[src/rtl/lrf_pkg.sv]
package lrf_pkg;

    typedef enum logic [2:0] {
        S_IDLE,
        S_DESC_RD,
        S_CHECK,
        S_DATA_RD,
        S_LUT_WR,
        S_DESC_END
    } seq_state_t;

    // Bit positions inside the engine's interrupt lane
    localparam int IRQ_MISS     = 0;
    localparam int IRQ_DESC_ERR = 1;
    localparam int IRQ_MEM_ERR  = 2;
    localparam int IRQ_LAST     = 4;
    localparam int IRQ_FILL     = 7;

    // Register word indices
    localparam logic [2:0] RA_DESC   = 3'd0;
    localparam logic [2:0] RA_STAT   = 3'd1;
    localparam logic [2:0] RA_IRQ    = 3'd2;
    localparam logic [2:0] RA_EN_SET = 3'd3;
    localparam logic [2:0] RA_EN_CLR = 3'd4;

    localparam int DESC_WORDS = 5;

    typedef struct packed {
        logic fill;
        logic last;
        logic desc_err;
        logic mem_err;
    } seq_evt_t;

endpackage

[src/rtl/lrf_walker.sv]
module lrf_walker #(
    parameter  int LUT_WIDTH  = 16,
    parameter  int LUT_HEIGHT = 8,
    localparam int X_W = $clog2(LUT_WIDTH),
    localparam int Y_W = $clog2(LUT_HEIGHT),
    localparam int AW  = $clog2(LUT_WIDTH * LUT_HEIGHT)
) (
    input  logic           clk,
    input  logic           rst_n,
    input  logic           load_i,
    input  logic           step_i,
    input  logic [X_W-1:0] x0_i,
    input  logic [Y_W-1:0] y0_i,
    input  logic [X_W-1:0] x1_i,
    input  logic [Y_W-1:0] y1_i,
    output logic           last_o,
    output logic [AW-1:0]  addr_o
);

    logic [X_W-1:0] x_q;
    logic [Y_W-1:0] y_q;

    always_ff @(posedge clk or negedge rst_n) begin
        if (!rst_n) begin
            x_q <= '0;
            y_q <= '0;
        end else if (load_i) begin
            x_q <= x0_i;
            y_q <= y0_i;
        end else if (step_i) begin
            if (x_q == x1_i) begin
                x_q <= x0_i;
                y_q <= y_q + 1'b1;
            end else begin
                x_q <= x_q + 1'b1;
            end
        end
    end

    assign last_o = (x_q == x1_i) && (y_q == y1_i);

    // A power-of-two row width turns the row-major index into a concatenation
    generate
        if ((LUT_WIDTH & (LUT_WIDTH - 1)) == 0) begin : g_pow2
            assign addr_o = AW'({y_q, x_q});
        end else begin : g_mul
            assign addr_o = AW'(int'(y_q) * LUT_WIDTH + int'(x_q));
        end
    endgenerate

endmodule

[src/rtl/lrf_seq.sv]
module lrf_seq
    import lrf_pkg::*;
#(
    parameter  int LUT_WIDTH  = 16,
    parameter  int LUT_HEIGHT = 8,
    localparam int X_W = $clog2(LUT_WIDTH),
    localparam int Y_W = $clog2(LUT_HEIGHT),
    localparam int AW  = $clog2(LUT_WIDTH * LUT_HEIGHT)
) (
    input  logic          clk,
    input  logic          rst_n,
    input  logic          start_i,
    input  logic [31:0]   start_ptr_i,
    input  logic          abort_i,
    output logic          mem_req_o,
    output logic [31:0]   mem_addr_o,
    input  logic          mem_ack_i,
    input  logic [31:0]   mem_rdata_i,
    input  logic          mem_err_i,
    output logic          lut_we_o,
    output logic [AW-1:0] lut_addr_o,
    output logic [31:0]   lut_wdata_o,
    output logic [3:0]    lut_id_o,
    output logic          busy_o,
    output seq_evt_t      evt_o
);

    seq_state_t  st_q, st_d;

    logic [31:0] base_q;
    logic [2:0]  widx_q;
    logic [15:0] x0_q, y0_q, x1_q, y1_q;
    logic        go_q;
    logic [3:0]  id_q;
    logic [31:0] next_q, dptr_q, daddr_q, data_q;
    logic        rect_bad, link_bad, last_slot, ack_ok;

    assign rect_bad = (x1_q < x0_q) || (y1_q < y0_q) ||
                      (x1_q >= 16'(LUT_WIDTH)) || (y1_q >= 16'(LUT_HEIGHT)) ||
                      (dptr_q[1:0] != 2'b00);
    assign link_bad = (next_q != '0) && (next_q[3:0] != 4'h0);
    assign ack_ok   = mem_ack_i && !mem_err_i;

    lrf_walker #(
        .LUT_WIDTH (LUT_WIDTH),
        .LUT_HEIGHT(LUT_HEIGHT)
    ) u_walk (
        .clk   (clk),
        .rst_n (rst_n),
        .load_i(st_q == S_CHECK),
        .step_i((st_q == S_LUT_WR) && !last_slot),
        .x0_i  (x0_q[X_W-1:0]),
        .y0_i  (y0_q[Y_W-1:0]),
        .x1_i  (x1_q[X_W-1:0]),
        .y1_i  (y1_q[Y_W-1:0]),
        .last_o(last_slot),
        .addr_o(lut_addr_o)
    );

    // State register
    always_ff @(posedge clk or negedge rst_n) begin
        if (!rst_n) st_q <= S_IDLE;
        else        st_q <= st_d;
    end

    // Transitions
    always_comb begin
        st_d = st_q;
        if (abort_i) begin
            st_d = S_IDLE;
        end else begin
            unique case (st_q)
                S_IDLE:     if (start_i) st_d = S_DESC_RD;
                S_DESC_RD:  if (mem_ack_i) begin
                                if (mem_err_i)                      st_d = S_IDLE;
                                else if (widx_q == 3'(DESC_WORDS-1)) st_d = S_CHECK;
                            end
                S_CHECK:    if (rect_bad)  st_d = S_IDLE;
                            else if (go_q) st_d = S_DATA_RD;
                            else           st_d = S_DESC_END;
                S_DATA_RD:  if (mem_ack_i) st_d = mem_err_i ? S_IDLE : S_LUT_WR;
                S_LUT_WR:   st_d = last_slot ? S_DESC_END : S_DATA_RD;
                S_DESC_END: st_d = (next_q == '0 || link_bad) ? S_IDLE : S_DESC_RD;
                default:    st_d = S_IDLE;
            endcase
        end
    end

    // Datapath registers
    always_ff @(posedge clk or negedge rst_n) begin
        if (!rst_n) begin
            base_q  <= '0;
            widx_q  <= '0;
            x0_q    <= '0;
            y0_q    <= '0;
            x1_q    <= '0;
            y1_q    <= '0;
            go_q    <= 1'b0;
            id_q    <= '0;
            next_q  <= '0;
            dptr_q  <= '0;
            daddr_q <= '0;
            data_q  <= '0;
        end else if (!abort_i) begin
            unique case (st_q)
                S_IDLE: if (start_i) begin
                    base_q <= start_ptr_i;
                    widx_q <= '0;
                end
                S_DESC_RD: if (ack_ok) begin
                    unique case (widx_q)
                        3'd0: begin x0_q <= mem_rdata_i[15:0]; y0_q <= mem_rdata_i[31:16]; end
                        3'd1: begin x1_q <= mem_rdata_i[15:0]; y1_q <= mem_rdata_i[31:16]; end
                        3'd2: begin go_q <= mem_rdata_i[0];    id_q <= mem_rdata_i[7:4];   end
                        3'd3: next_q <= mem_rdata_i;
                        3'd4: dptr_q <= mem_rdata_i;
                        default: ;
                    endcase
                    widx_q <= widx_q + 1'b1;
                end
                S_CHECK:   daddr_q <= dptr_q;
                S_DATA_RD: if (ack_ok) data_q <= mem_rdata_i;
                S_LUT_WR:  daddr_q <= daddr_q + 32'd4;
                S_DESC_END: if (next_q != '0 && !link_bad) begin
                    base_q <= next_q;
                    widx_q <= '0;
                end
                default: ;
            endcase
        end
    end

    // Outputs
    always_comb begin
        mem_req_o      = 1'b0;
        mem_addr_o     = daddr_q;
        lut_we_o       = 1'b0;
        evt_o          = '0;
        unique case (st_q)
            S_DESC_RD: begin
                mem_req_o  = 1'b1;
                mem_addr_o = base_q + {27'b0, widx_q, 2'b00};
                evt_o.mem_err = mem_ack_i && mem_err_i && !abort_i;
            end
            S_DATA_RD: begin
                mem_req_o  = 1'b1;
                evt_o.mem_err = mem_ack_i && mem_err_i && !abort_i;
            end
            S_CHECK:    evt_o.desc_err = rect_bad && !abort_i;
            S_LUT_WR:   lut_we_o = !abort_i;
            S_DESC_END: begin
                evt_o.fill     = !abort_i;
                evt_o.last     = (next_q == '0) && !abort_i;
                evt_o.desc_err = link_bad && !abort_i;
            end
            default: ;
        endcase
    end

    assign lut_wdata_o = data_q;
    assign lut_id_o    = id_q;
    assign busy_o      = (st_q != S_IDLE);

endmodule

[src/rtl/lrf_regs.sv]
module lrf_regs
    import lrf_pkg::*;
#(
    parameter  int LANE   = 0,
    localparam int LANE_LO = 8 * LANE
) (
    input  logic        clk,
    input  logic        rst_n,
    input  logic        reg_we,
    input  logic [2:0]  reg_addr,
    input  logic [31:0] reg_wdata,
    output logic [31:0] reg_rdata,
    input  logic        busy_i,
    input  seq_evt_t    evt_i,
    output logic        start_o,
    output logic [31:0] start_ptr_o,
    output logic        abort_o,
    output logic        irq_o
);

    logic [31:0] desc_q;
    logic        valid_q, done_q, err_q;
    logic [7:0]  lane_q, en_q, lane_set, lane_clr;
    logic        desc_wr, bad_start, restart;

    assign desc_wr     = reg_we && (reg_addr == RA_DESC);
    assign abort_o     = desc_wr && (reg_wdata == '0);
    assign start_o     = desc_wr && (reg_wdata != '0) && (reg_wdata[3:0] == 4'h0) && !busy_i;
    assign bad_start   = desc_wr && (reg_wdata != '0) && (reg_wdata[3:0] != 4'h0) && !busy_i;
    assign start_ptr_o = reg_wdata;
    assign restart     = start_o || abort_o || bad_start;

    always_comb begin
        lane_set               = '0;
        lane_set[IRQ_FILL]     = evt_i.fill;
        lane_set[IRQ_LAST]     = evt_i.last;
        lane_set[IRQ_DESC_ERR] = evt_i.desc_err || bad_start;
        lane_set[IRQ_MEM_ERR]  = evt_i.mem_err;
        lane_clr = (reg_we && reg_addr == RA_IRQ) ? reg_wdata[LANE_LO +: 8] : 8'h00;
    end

    always_ff @(posedge clk or negedge rst_n) begin
        if (!rst_n) begin
            desc_q  <= '0;
            valid_q <= 1'b0;
            done_q  <= 1'b0;
            err_q   <= 1'b0;
            lane_q  <= '0;
            en_q    <= '0;
        end else begin
            if (start_o || abort_o) desc_q <= reg_wdata;
            if (restart) begin
                valid_q <= 1'b0;
                done_q  <= 1'b0;
                err_q   <= bad_start;
            end else begin
                if (evt_i.last) begin
                    valid_q <= 1'b1;
                    done_q  <= 1'b1;
                end
                if (evt_i.desc_err || evt_i.mem_err) err_q <= 1'b1;
            end
            lane_q <= (lane_q & ~lane_clr) | lane_set;
            if (reg_we && reg_addr == RA_EN_SET) en_q <= en_q | reg_wdata[LANE_LO +: 8];
            else if (reg_we && reg_addr == RA_EN_CLR) en_q <= en_q & ~reg_wdata[LANE_LO +: 8];
        end
    end

    always_comb begin
        reg_rdata = '0;
        unique case (reg_addr)
            RA_DESC:   reg_rdata = desc_q;
            RA_STAT:   reg_rdata = {28'b0, err_q, done_q, valid_q, ~busy_i};
            RA_IRQ:    reg_rdata[LANE_LO +: 8] = lane_q;
            RA_EN_SET,
            RA_EN_CLR: reg_rdata[LANE_LO +: 8] = en_q;
            default:   ;
        endcase
    end

    assign irq_o = |(lane_q & en_q);

endmodule

[src/rtl/lut_refill_engine.sv]
module lut_refill_engine
    import lrf_pkg::*;
#(
    parameter  int LUT_WIDTH  = 16,
    parameter  int LUT_HEIGHT = 8,
    parameter  int LANE       = 0,
    localparam int LUT_AW     = $clog2(LUT_WIDTH * LUT_HEIGHT)
) (
    input  logic              clk,
    input  logic              rst_n,
    input  logic              reg_we,
    input  logic [2:0]        reg_addr,
    input  logic [31:0]       reg_wdata,
    output logic [31:0]       reg_rdata,
    output logic              mem_req,
    output logic [31:0]       mem_addr,
    input  logic              mem_ack,
    input  logic [31:0]       mem_rdata,
    input  logic              mem_err,
    output logic              lut_we,
    output logic [LUT_AW-1:0] lut_addr,
    output logic [31:0]       lut_wdata,
    output logic [3:0]        lut_id,
    output logic              irq
);

    logic        seq_busy;
    logic        seq_start;
    logic        seq_abort;
    logic [31:0] seq_ptr;
    seq_evt_t    seq_evt;

    lrf_regs #(.LANE(LANE)) u_regs (
        .clk        (clk),
        .rst_n      (rst_n),
        .reg_we     (reg_we),
        .reg_addr   (reg_addr),
        .reg_wdata  (reg_wdata),
        .reg_rdata  (reg_rdata),
        .busy_i     (seq_busy),
        .evt_i      (seq_evt),
        .start_o    (seq_start),
        .start_ptr_o(seq_ptr),
        .abort_o    (seq_abort),
        .irq_o      (irq)
    );

    lrf_seq #(
        .LUT_WIDTH (LUT_WIDTH),
        .LUT_HEIGHT(LUT_HEIGHT)
    ) u_seq (
        .clk        (clk),
        .rst_n      (rst_n),
        .start_i    (seq_start),
        .start_ptr_i(seq_ptr),
        .abort_i    (seq_abort),
        .mem_req_o  (mem_req),
        .mem_addr_o (mem_addr),
        .mem_ack_i  (mem_ack),
        .mem_rdata_i(mem_rdata),
        .mem_err_i  (mem_err),
        .lut_we_o   (lut_we),
        .lut_addr_o (lut_addr),
        .lut_wdata_o(lut_wdata),
        .lut_id_o   (lut_id),
        .busy_o     (seq_busy),
        .evt_o      (seq_evt)
    );

endmodule

[config.mk]
export PLATFORM = sky130hd
export DESIGN_NAME = lut_refill_engine
export DESIGN_NICKNAME = d
export VERILOG_FILES = /design/src/rtl/lrf_pkg.sv /design/src/rtl/lrf_walker.sv /design/src/rtl/lrf_seq.sv /design/src/rtl/lrf_regs.sv /design/src/rtl/lut_refill_engine.sv
export SDC_FILE = /design/constraint.sdc
export NUM_CORES = 1
export LEC_CHECK = 0
export BUFFER_PORTS_ARGS = -buffer_cell sky130_fd_sc_hd__buf_2
export CAP_MARGIN = 40
export CORE_MARGIN = 5
export CORE_UTILIZATION = 45
export CTS_CLUSTER_DIAMETER = 60
export DETAILED_ROUTE_END_ITERATION = 7
export PLACE_DENSITY = 0.7
export SETUP_SLACK_MARGIN = 0.1
export SYNTH_ARGS = -nofsm -noshare
export SYNTH_HDL_FRONTEND = slang
export SYNTH_HIERARCHICAL = 1
export SYNTH_SLANG_ARGS = --single-unit
export TNS_END_PERCENT = 1
[constraint.sdc]
create_clock -name clk -period 2.4 [get_ports clk]
set_input_delay 0 -clock clk [delete_from_list [all_inputs] [get_ports clk]]
set_output_delay 0 -clock clk [all_outputs]
set_load 0.02 [all_outputs]
---- Word-level counts from Yosys, hierarchy flattened ----
Index checks and enable logic that the tools add are counted.
word-level totals
  flip-flop bits (word level) ............. 292
  latch bits .............................. 0
  bits in writable memories ............... 0
  memory bits (read-only) ................. 0
  input bits .............................. 72
  logic and storage cells ................. 169
  memories kept ........................... 0
cells by class
  add/subtract/negate cells ............... 5
  $mul .................................... 0
  divide/modulo/power cells ............... 0
  $lt $le $gt $ge ......................... 4
  equality and inequality tests ........... 22
  shifts and indexed selects .............. 0
  muxes and demuxes ....................... 41
  bitwise gates (word level) .............. 9
  reductions and logical operators ........ 68
operators with widths
  cell                   count
  $pmux 32 s2            2
  $mux 32                3
  $logic_not 32->1       2
  $reduce_bool 32->1     2
  $mux 3                 16
  $add 32x3->32 const B  1
  $add 32x5->32          1
  $lt 16x16->1           2
  $pmux 8 s4             1
  $reduce_and 4->1       7
  $and 8x8->8            3
  $mux 24                1
  $mux 8                 3
  $logic_and 1x1->1      20
  $eq 3x2->1 const B     6
  $pmux 3 s6             1
  $ge 16x4->1 const B    1
  $ge 16x5->1 const B    1
  $not 8->8              2
  $or 8x8->8             2
  $reduce_bool 2->1      8
  $eq 3x3->1 const B     4
  $mux 4                 3
  $eq 3x1->1 const B     3
  other kinds (24)       54

---- Logic depth before layout (Yosys ltp) ----
Gate-level depths: netlist (run 1).
  word-level depth ........................ 10
  mapped depth ............................ 12
  depth with buffers taken out ............ 11

---- By module ----
The synthesis (run 1) kept the hierarchy.
modules (own cells, without submodules)
  module      instances  cells each  area an instance (µm²)  sequential area each (µm²)
  lrf_seq     1          1100        11981.5                 5880.6
  lrf_regs    1          321         3029.2                  1251.2
  lrf_walker  1          58          513.0                   175.2

---- Worst setup path before layout (run 1) ----
OpenSTA, ideal clock, no wires.
  path type ............................... input to register
  start point ............................. input port reg_addr[1]
  end point ............................... register u_regs.err_q
  library setup time ...................... 126 ps
  data arrival time ....................... 2573 ps
  slack ................................... -299 ps
  stages on the path ...................... 12
  path buffers ............................ 4
  cells stage by stage .................... or4b_1 buf_2 buf_2 nor3_1 clkbuf_1 nor2b_1 nand2_1 clkbuf_1 o32ai_1 or3_1 a21oi_1 o2bb2ai_1
RTL lines
  what                    RTL line                 source
  start: declaration      lut_refill_engine.sv:12  input logic [2:0] reg_addr,
  end signal: assignment  lrf_regs.sv:55           err_q <= bad_start;
  end: declaration        lrf_regs.sv:22           logic valid_q, done_q, err_q;

---- Worst setup path after layout (run 1) ----
  start point ............................. register u_seq.widx_q[0]
  end point ............................... output port mem_addr[14]
between the ends
  word-level cells in the longest chain between the ends .. 2
RTL lines
  what                      RTL line                 source
  start: declaration        lrf_seq.sv:31            logic [2:0] widx_q;
  start signal: assignment  lrf_seq.sv:119           widx_q <= widx_q + 1'b1;
  $add 32x5->32             lrf_seq.sv:142           mem_addr_o = base_q + {27'b0, widx_q, 2'b00};
  $mux 32                   lrf_seq.sv:139           unique case (st_q)
  end: declaration          lut_refill_engine.sv:16  output logic [31:0] mem_addr,
No other way between the ends.

==> results.json, run 1 <==
{
  "status": "finished with violations",
  "violations": "negative setup slack",
  "synth.distinct_cells": 78,
  "drc": 0,
  "synth_fa_ha_area_frac": 0.03434,
  "fp-row-count": 68,
  "hold_viol_final": 0,
  "worst_slew_pin_slew_ps": 837.3,
  "die_h_um": 195.7,
  "skew_ps": 19.26,
  "p_sw_w": 0.008856,
  "critPathTopFamily": "adder cells",
  "post_drt_wl_per_cell_um": 21.11,
  "worstPathArrival_ps": 2690,
  "dr.pass1.iters": 7,
  "drive_gt1_frac": 0.3582,
  "syn_area_per_cell_sq_um": 10.50,
  "grt_usage": 0.2483,
  "slew_violations": 0,
  "clkLatencyLatePin_ps": 510,
  "ir_drop_uv": 850.6,
  "antenna_found_initial": 1,
  "netlist_instances": 1479,
  "layout.nets": 1939,
  "die-area_sq_um": 38310,
  "worstSetupEndpointType": "primary output",
  "io_pins": 182,
  "cellPowerDensity_nw_per_um2": 1148,
  "cts_root_buf": "clkbuf_16",
  "cts.clk_slew.worst_paths_ps": 60,
  "cap_violations": 0,
  "vias_per_cell": 5.705,
  "crit_buf_inv": 3,
  "hpwl_um": 35120,
  "synthesis.area_sq_um": 15520,
  "register_area_sq_um": 7312,
  "critPathMaxStageDelay_ps": 420,
  "final_common_cell": "dfrtp_1",
  "first_iter_violations": 1069,
  "synth_compound_area_frac": 0.1248,
  "cts_max_level": 2,
  "clockBufferDepth": 3,
  "core-area_sq_um": 34290,
  "vias": 13162,
  "grt_pass1_wl_um": 75820,
  "seq_area_frac_synth": 0.4707,
  "cpMaxStageDelayCell": "dfrtp_1",
  "synth-xor-area-share": 0.01975,
  "cp-start-kind": "flop",
  "final_area_sq_um": 20320,
  "pre_cts_ws_ps": -393.8,
  "synth_ff_type": "dfrtp_1",
  "finalWirelength_um": 48700,
  "period_needed_ps": 2687,
  "portBuffers": 181,
  "start_util": 0.4527,
  "multiInputGateArea_sq_um": 7881,
  "antenna_left": 0,
  "min_path_type": "primary input to asynchronous set/reset pin",
  "cts_sinks": 292,
  "synth.area.mux_share": 0.1535,
  "setup-violations-final": 114,
  "dieWidth_um": 195.7,
  "power_frac_comb": 0.418,
  "fill_cells": 2796,
  "placed_area_sq_um": 17840,
  "timing.fmax_mhz": 372.1,
  "fin_crit_sh": 1.120,
  "synth_edf_count": 0,
  "syn-num-nets": 1593,
  "p_seq_frac": 0.335,
  "yosys.area_share.simple": 0.1430,
  "synth_top_family_by_area": "multiplexers",
  "synth_warnings": 6,
  "grt-ovfl-total": 0,
  "cts_buffers": 35,
  "setup_ws_ps": -287.3,
  "worstSetupPathType": "flop to primary output",
  "grt_pass1_vias": 13211,
  "p_sw_frac": 0.3797,
  "rsz0062_at_grt": "yes",
  "clock_power_share": 0.247,
  "synth-seq-cells": 292,
  "internal_power_w": 0.01447,
  "max_slew_margin": 0.4375,
  "path_cells": "ha_2 > inv_2 > fa_2 > nor2b_2 > o21a_4 > buf_6 > nand4_1 > xor2_1 > o21ai_1 > buf_4",
  "gp_congestion": 0.9411,
  "syn_to_final_growth_pct": 30.92,
  "leakage_nw": 10.09,
  "grt_max_degree": 68,
  "layout_common_cells": "dfrtp_1 (288), buf_2 (163), buf_4 (162)",
  "critPathMaxFanout": 8,
  "tritoncts": "done",
  "critPathRequiredTime_ps": 2400,
  "power_w": 0.02332,
  "async_flop_share": 1.000
}
final timing paths:
check                                  from          endpoint  slack [ps]  depth (start not counted)
setup / recovery            u_seq/widx_q[0]      mem_addr[14]        -290                         10
hold / removal                        rst_n  u_regs/desc_q[9]          50                          2
setup reg to reg              u_seq/st_q[2]  u_seq/dptr_q[20]        -180                          8
hold reg to reg            u_seq/daddr_q[0]  u_seq/daddr_q[0]         470                          2
max in group asynchronous             rst_n  u_seq/daddr_q[6]        1550                          3
min in group clk                     reg_we     u_regs/done_q          80                          4
layout make-up:
class,count,area share
Inverter,50,0.009235
Clock inverter,19,0.01391
Multi-Input combinational cell,1030,0.3878
Tap cell,455,0.02801
Sequential cell,292,0.3598
Clock buffer,44,0.04833
Antenna cell,1,0.0001231
Timing Repair Buffer,416,0.1528
Yosys cell counts, drive strengths merged (36+ instances only):
| cell | number | area [sq um] |
|---|---|---|
| buf | 81 | 548.0 |
| nor2 | 86 | 332.8 |
| a22oi | 41 | 337.8 |
| mux2 | 169 | 1903 |
| o21ai | 92 | 535.5 |
| ha | 41 | 513.0 |
| a21oi | 101 | 520.5 |
| inv | 49 | 183.9 |
| nand3 | 36 | 185.2 |
| nand2 | 161 | 611.8 |
| dfrtp | 292 | 7307 |
| mux2i | 39 | 390.4 |
cell families after synthesis:
| family | count (synthesis) |
|---|---|
| AND/OR/NAND/NOR | 439 |
| buffers and inverters | 157 |
| flip-flops | 292 |
| XOR/XNOR | 35 |
| multiplexers | 212 |
| AO/OA/AOI/OAI | 302 |
| adder cells (fa/ha/maj) | 42 |
stage by stage:
step	setup TNS, ps	std cells	utilization	hold WS, ps
finish	-13600	2307	0.5927	46.72
global route	-19580	2306	0.5927	79.58
CTS	-12970	2304	0.5873	43.23
detailed placement	-40370	2173	0.5204	4.944
global placement	-86720	2171	0.5193	-3.343
floorplan	0	1479	-	-295.6
registers in the layout (all words and copies together), names as in the netlist, 3 cells and up, named ones only:
register           cells
u_seq/base_q          32
u_seq/lut_id_o         4
u_regs/lane_q          8
u_seq/widx_q           3
u_seq/dptr_q          32
u_seq/next_q          32
u_seq/u_walk/x_q       4
u_seq/u_walk/y_q       3
u_seq/y1_q            16
u_regs/desc_q         32
u_seq/st_q             3
u_seq/y0_q            16
u_seq/lut_wdata_o     32
u_seq/daddr_q         32
u_seq/x1_q            16
u_seq/x0_q            16
per-layer routing:
layer	track usage	up-vias	share of wire
li1	-	5957	-
met1	0.3447	6566	0.42
met2	0.4044	542	0.47
met3	0.03572	97	0.070
met4	0.07991	0	0.033
met5	0	-	0
power groups by stage:
stage          Clock [W]  Combinational, W  Sequential, W
2_1_floorplan          0           0.00514        0.00788
3_3_place_gp           0           0.00857        0.00775
3_5_place_dp           0           0.00881        0.00782
4_1_cts          0.00586           0.00951        0.00776
5_1_grt          0.00608            0.0105        0.00800
6_report         0.00575           0.00976        0.00781
timing repair:
| action | in CTS | in global routing |
|---|---|---|
| pin swaps | 12 | 9 |
| resized for setup | 110 | 45 |
| setup endpoints to repair | 172 | 173 |
| buffers inserted | 0 | 2 |
| hold buffers | 68 | 0 |
| hold endpoints to repair | 531 | 0 |
No activity file was read; power rests on OpenSTA's default activity.
==> inputs of run 2 (changes only) <==
--- a/config.mk
+++ b/config.mk
@@ -12,7 +12,6 @@
 export CTS_CLUSTER_DIAMETER = 60
 export DETAILED_ROUTE_END_ITERATION = 7
 export PLACE_DENSITY = 0.7
-export SETUP_SLACK_MARGIN = 0.1
 export SYNTH_ARGS = -nofsm -noshare
 export SYNTH_HDL_FRONTEND = slang
 export SYNTH_HIERARCHICAL = 1
==> run 2 against run 1 <==
  * The run ends with negative hold slack, negative setup slack left
  * Hold slack worse by 51 ps
  * Global-route usage decreased by 0.41 points
  * Die area is the same
  * Worst setup slack better by 22 ps
  * Register-to-register slack is essentially flat
  * Via count shrank 1.4%
  * Count of clock-buffer cells in the layout shrank 1
  * Utilization shrank 1.0 points
  * Critical path type unchanged
  * Critical endpoint is now mem_addr[22]
  * Largest power group unchanged
  * Highest routed layer is now met5
==> results.json, run 2 (synthesis gave the netlist of run 1 again) <==
{
  "cts_buffers": 35,
  "timing.fmax_mhz": 375.2,
  "rsz0062_at_grt": "yes",
  "die-area_sq_um": 38310,
  "cap_violations": 0,
  "first_iter_violations": 936,
  "cts_root_buf": "clkbuf_16",
  "grt_max_degree": 65,
  "cts.clk_slew.worst_paths_ps": 60,
  "drive_gt1_frac": 0.3337,
  "worstSetupPathType": "flop to primary output",
  "grt_pass1_wl_um": 74810,
  "start_util": 0.4527,
  "gp_congestion": 0.9208,
  "fp-row-count": 68,
  "leakage_nw": 9.870,
  "max_slew_margin": 0.5478,
  "critPathRequiredTime_ps": 2400,
  "dieWidth_um": 195.7,
  "layout.nets": 1947,
  "vias": 12982,
  "ir_drop_uv": 747.2,
  "final_common_cell": "dfrtp_1",
  "setup_ws_ps": -265.5,
  "whs_ps": -4.054,
  "final_cells": 2313,
  "critPathMaxFanout": 4,
  "cts_sinks": 292,
  "core-area_sq_um": 34290,
  "worstSetupEndpointType": "primary output",
  "hpwl_um": 34350,
  "finalWirelength_um": 47390,
  "tritoncts": "done",
  "die_h_um": 195.7,
  "r2r_start": "u_seq/st_q[2]",
  "vias_per_cell": 5.613,
  "worstRegToRegCells": 8,
  "post_drt_wl_per_cell_um": 20.49,
  "power_w": 0.02252,
  "grt_usage": 0.2442,
  "clkLatencyLatePin_ps": 530,
  "cpMaxStageDelayCell": "dfrtp_1",
  "worstPathArrival_ps": 2670,
  "violations": "negative hold slack, negative setup slack",
  "path_cells": "ha_2 > inv_1 > fa_2 > nor2b_1 > o21a_2 > nand3_2 > nor2_2 > xnor2_1 > o21ai_1 > buf_4 > buf_2",
  "setup-violations-final": 108,
  "clockBufferDepth": 3,
  "skew_ps": 25.78,
  "num_antenna_cells": 0,
  "syn_to_final_growth_pct": 28.71,
  "slew_violations": 0,
  "crit_buf_inv": 3,
  "dp.cells": 2177,
  "status": "finished with violations",
  "layout_common_cells": "dfrtp_1 (291), buf_4 (171), buf_2 (164)",
  "setup.reg_to_reg.worst_slack_ps": -190,
  "min_path_type": "primary input to asynchronous set/reset pin",
  "pre_cts_ws_ps": -465.2,
  "critPathTopFamily": "adder cells",
  "cellPowerDensity_nw_per_um2": 1127,
  "portBuffers": 181,
  "critPathMaxStageDelay_ps": 370,
  "worst_slew_pin_slew_ps": 672.1,
  "dr.pass1.iters": 5,
  "antenna_found_initial": 1,
  "cp-start-kind": "flop",
  "drc": 0,
  "cts_max_level": 2,
  "io_pins": 182,
  "period_needed_ps": 2666,
  "r2r-end": "u_seq/dptr_q[26]",
  "fin_crit_sh": 1.111,
  "hold_viol_final": 1,
  "grt-ovfl-total": 0,
  "antenna_left": 0,
  "grt_pass1_vias": 13117
}
[run 2: worst max path at each step]
| stage | startpoint | to | slack [ps] | cells past startpoint |
|---|---|---|---|---|
| 4_1_cts | u_seq/base_q[2] | mem_addr[18] | -280 | 11 |
| 5_1_grt | u_seq/base_q[2] | mem_addr[22] | -390 | 11 |
| 3_5_place_dp | reg_wdata[3] | u_seq/y0_q[7] | -470 | 15 |
| 3_3_place_gp | reg_wdata[3] | u_seq/dptr_q[23] | -430 | 8 |
| 2_1_floorplan | reg_addr[1] | u_regs/err_q | -70 | 12 |
| 6_report | u_seq/widx_q[0] | mem_addr[22] | -270 | 11 |
[run 2: what timing repair did]
| item | in CTS | in global routing |
|---|---|---|
| endpoints found under the setup margin | 138 | 142 |
| pin swaps | 7 | 7 |
| buffers inserted | 1 | 2 |
| hold endpoints to repair | 532 | 0 |
| hold buffers | 71 | 0 |
| resized for setup | 41 | 43 |
| gates cloned | 0 | 0 |
[run 2: report_power, final]
part | switching (W) | internal, W
combinational | 0.00523 | 0.00416
clock | 0.00216 | 0.00319
sequential | 0.00134 | 0.00644
[run 2: final cells by class]
class                   instances  area, sq um
fillers                      2872        14310
multi-input cells            1030         7611
flip-flops and latches        292         7308
repair buffers                424         3143
clock buffers                  43        957.2
well taps                     455        569.3
clock inverters                19        203.9
inverters                      50        187.7
[run 2: per-layer routing]
metal  vias up  part of all wire  global-route usage
met5         -           0.00027                   0
met4         2             0.032             0.07861
met3        86             0.069             0.04465
met2       478              0.47              0.3969
met1      6438              0.43              0.3335
li1       5978                 -                   -
[run 2: worst register-to-register path: stages (launching register included)]
cell and delay [ps]:
dfrtp_1 370, or3_4 400, nor4_4 280, nor2_2 90
a21oi_2 190, nand3_2 150, nor2_4 430, buf_16 230
mux2_2 360
[run 2: metrics by stage]
step | setup TNS [ps] | util | hold slack [ps] | instance area (sq um)
after floorplan | -129.7 | - | -295.6 | 15550
after global placement | -55860 | 0.5195 | -46.80 | 17810
after detailed placement | -67010 | 0.5203 | -45.76 | 17840
after CTS | -9775 | 0.5789 | 5.429 | 19850
after global routing | -23680 | 0.5827 | 33.67 | 19980
final | -10100 | 0.5827 | -4.054 | 19980
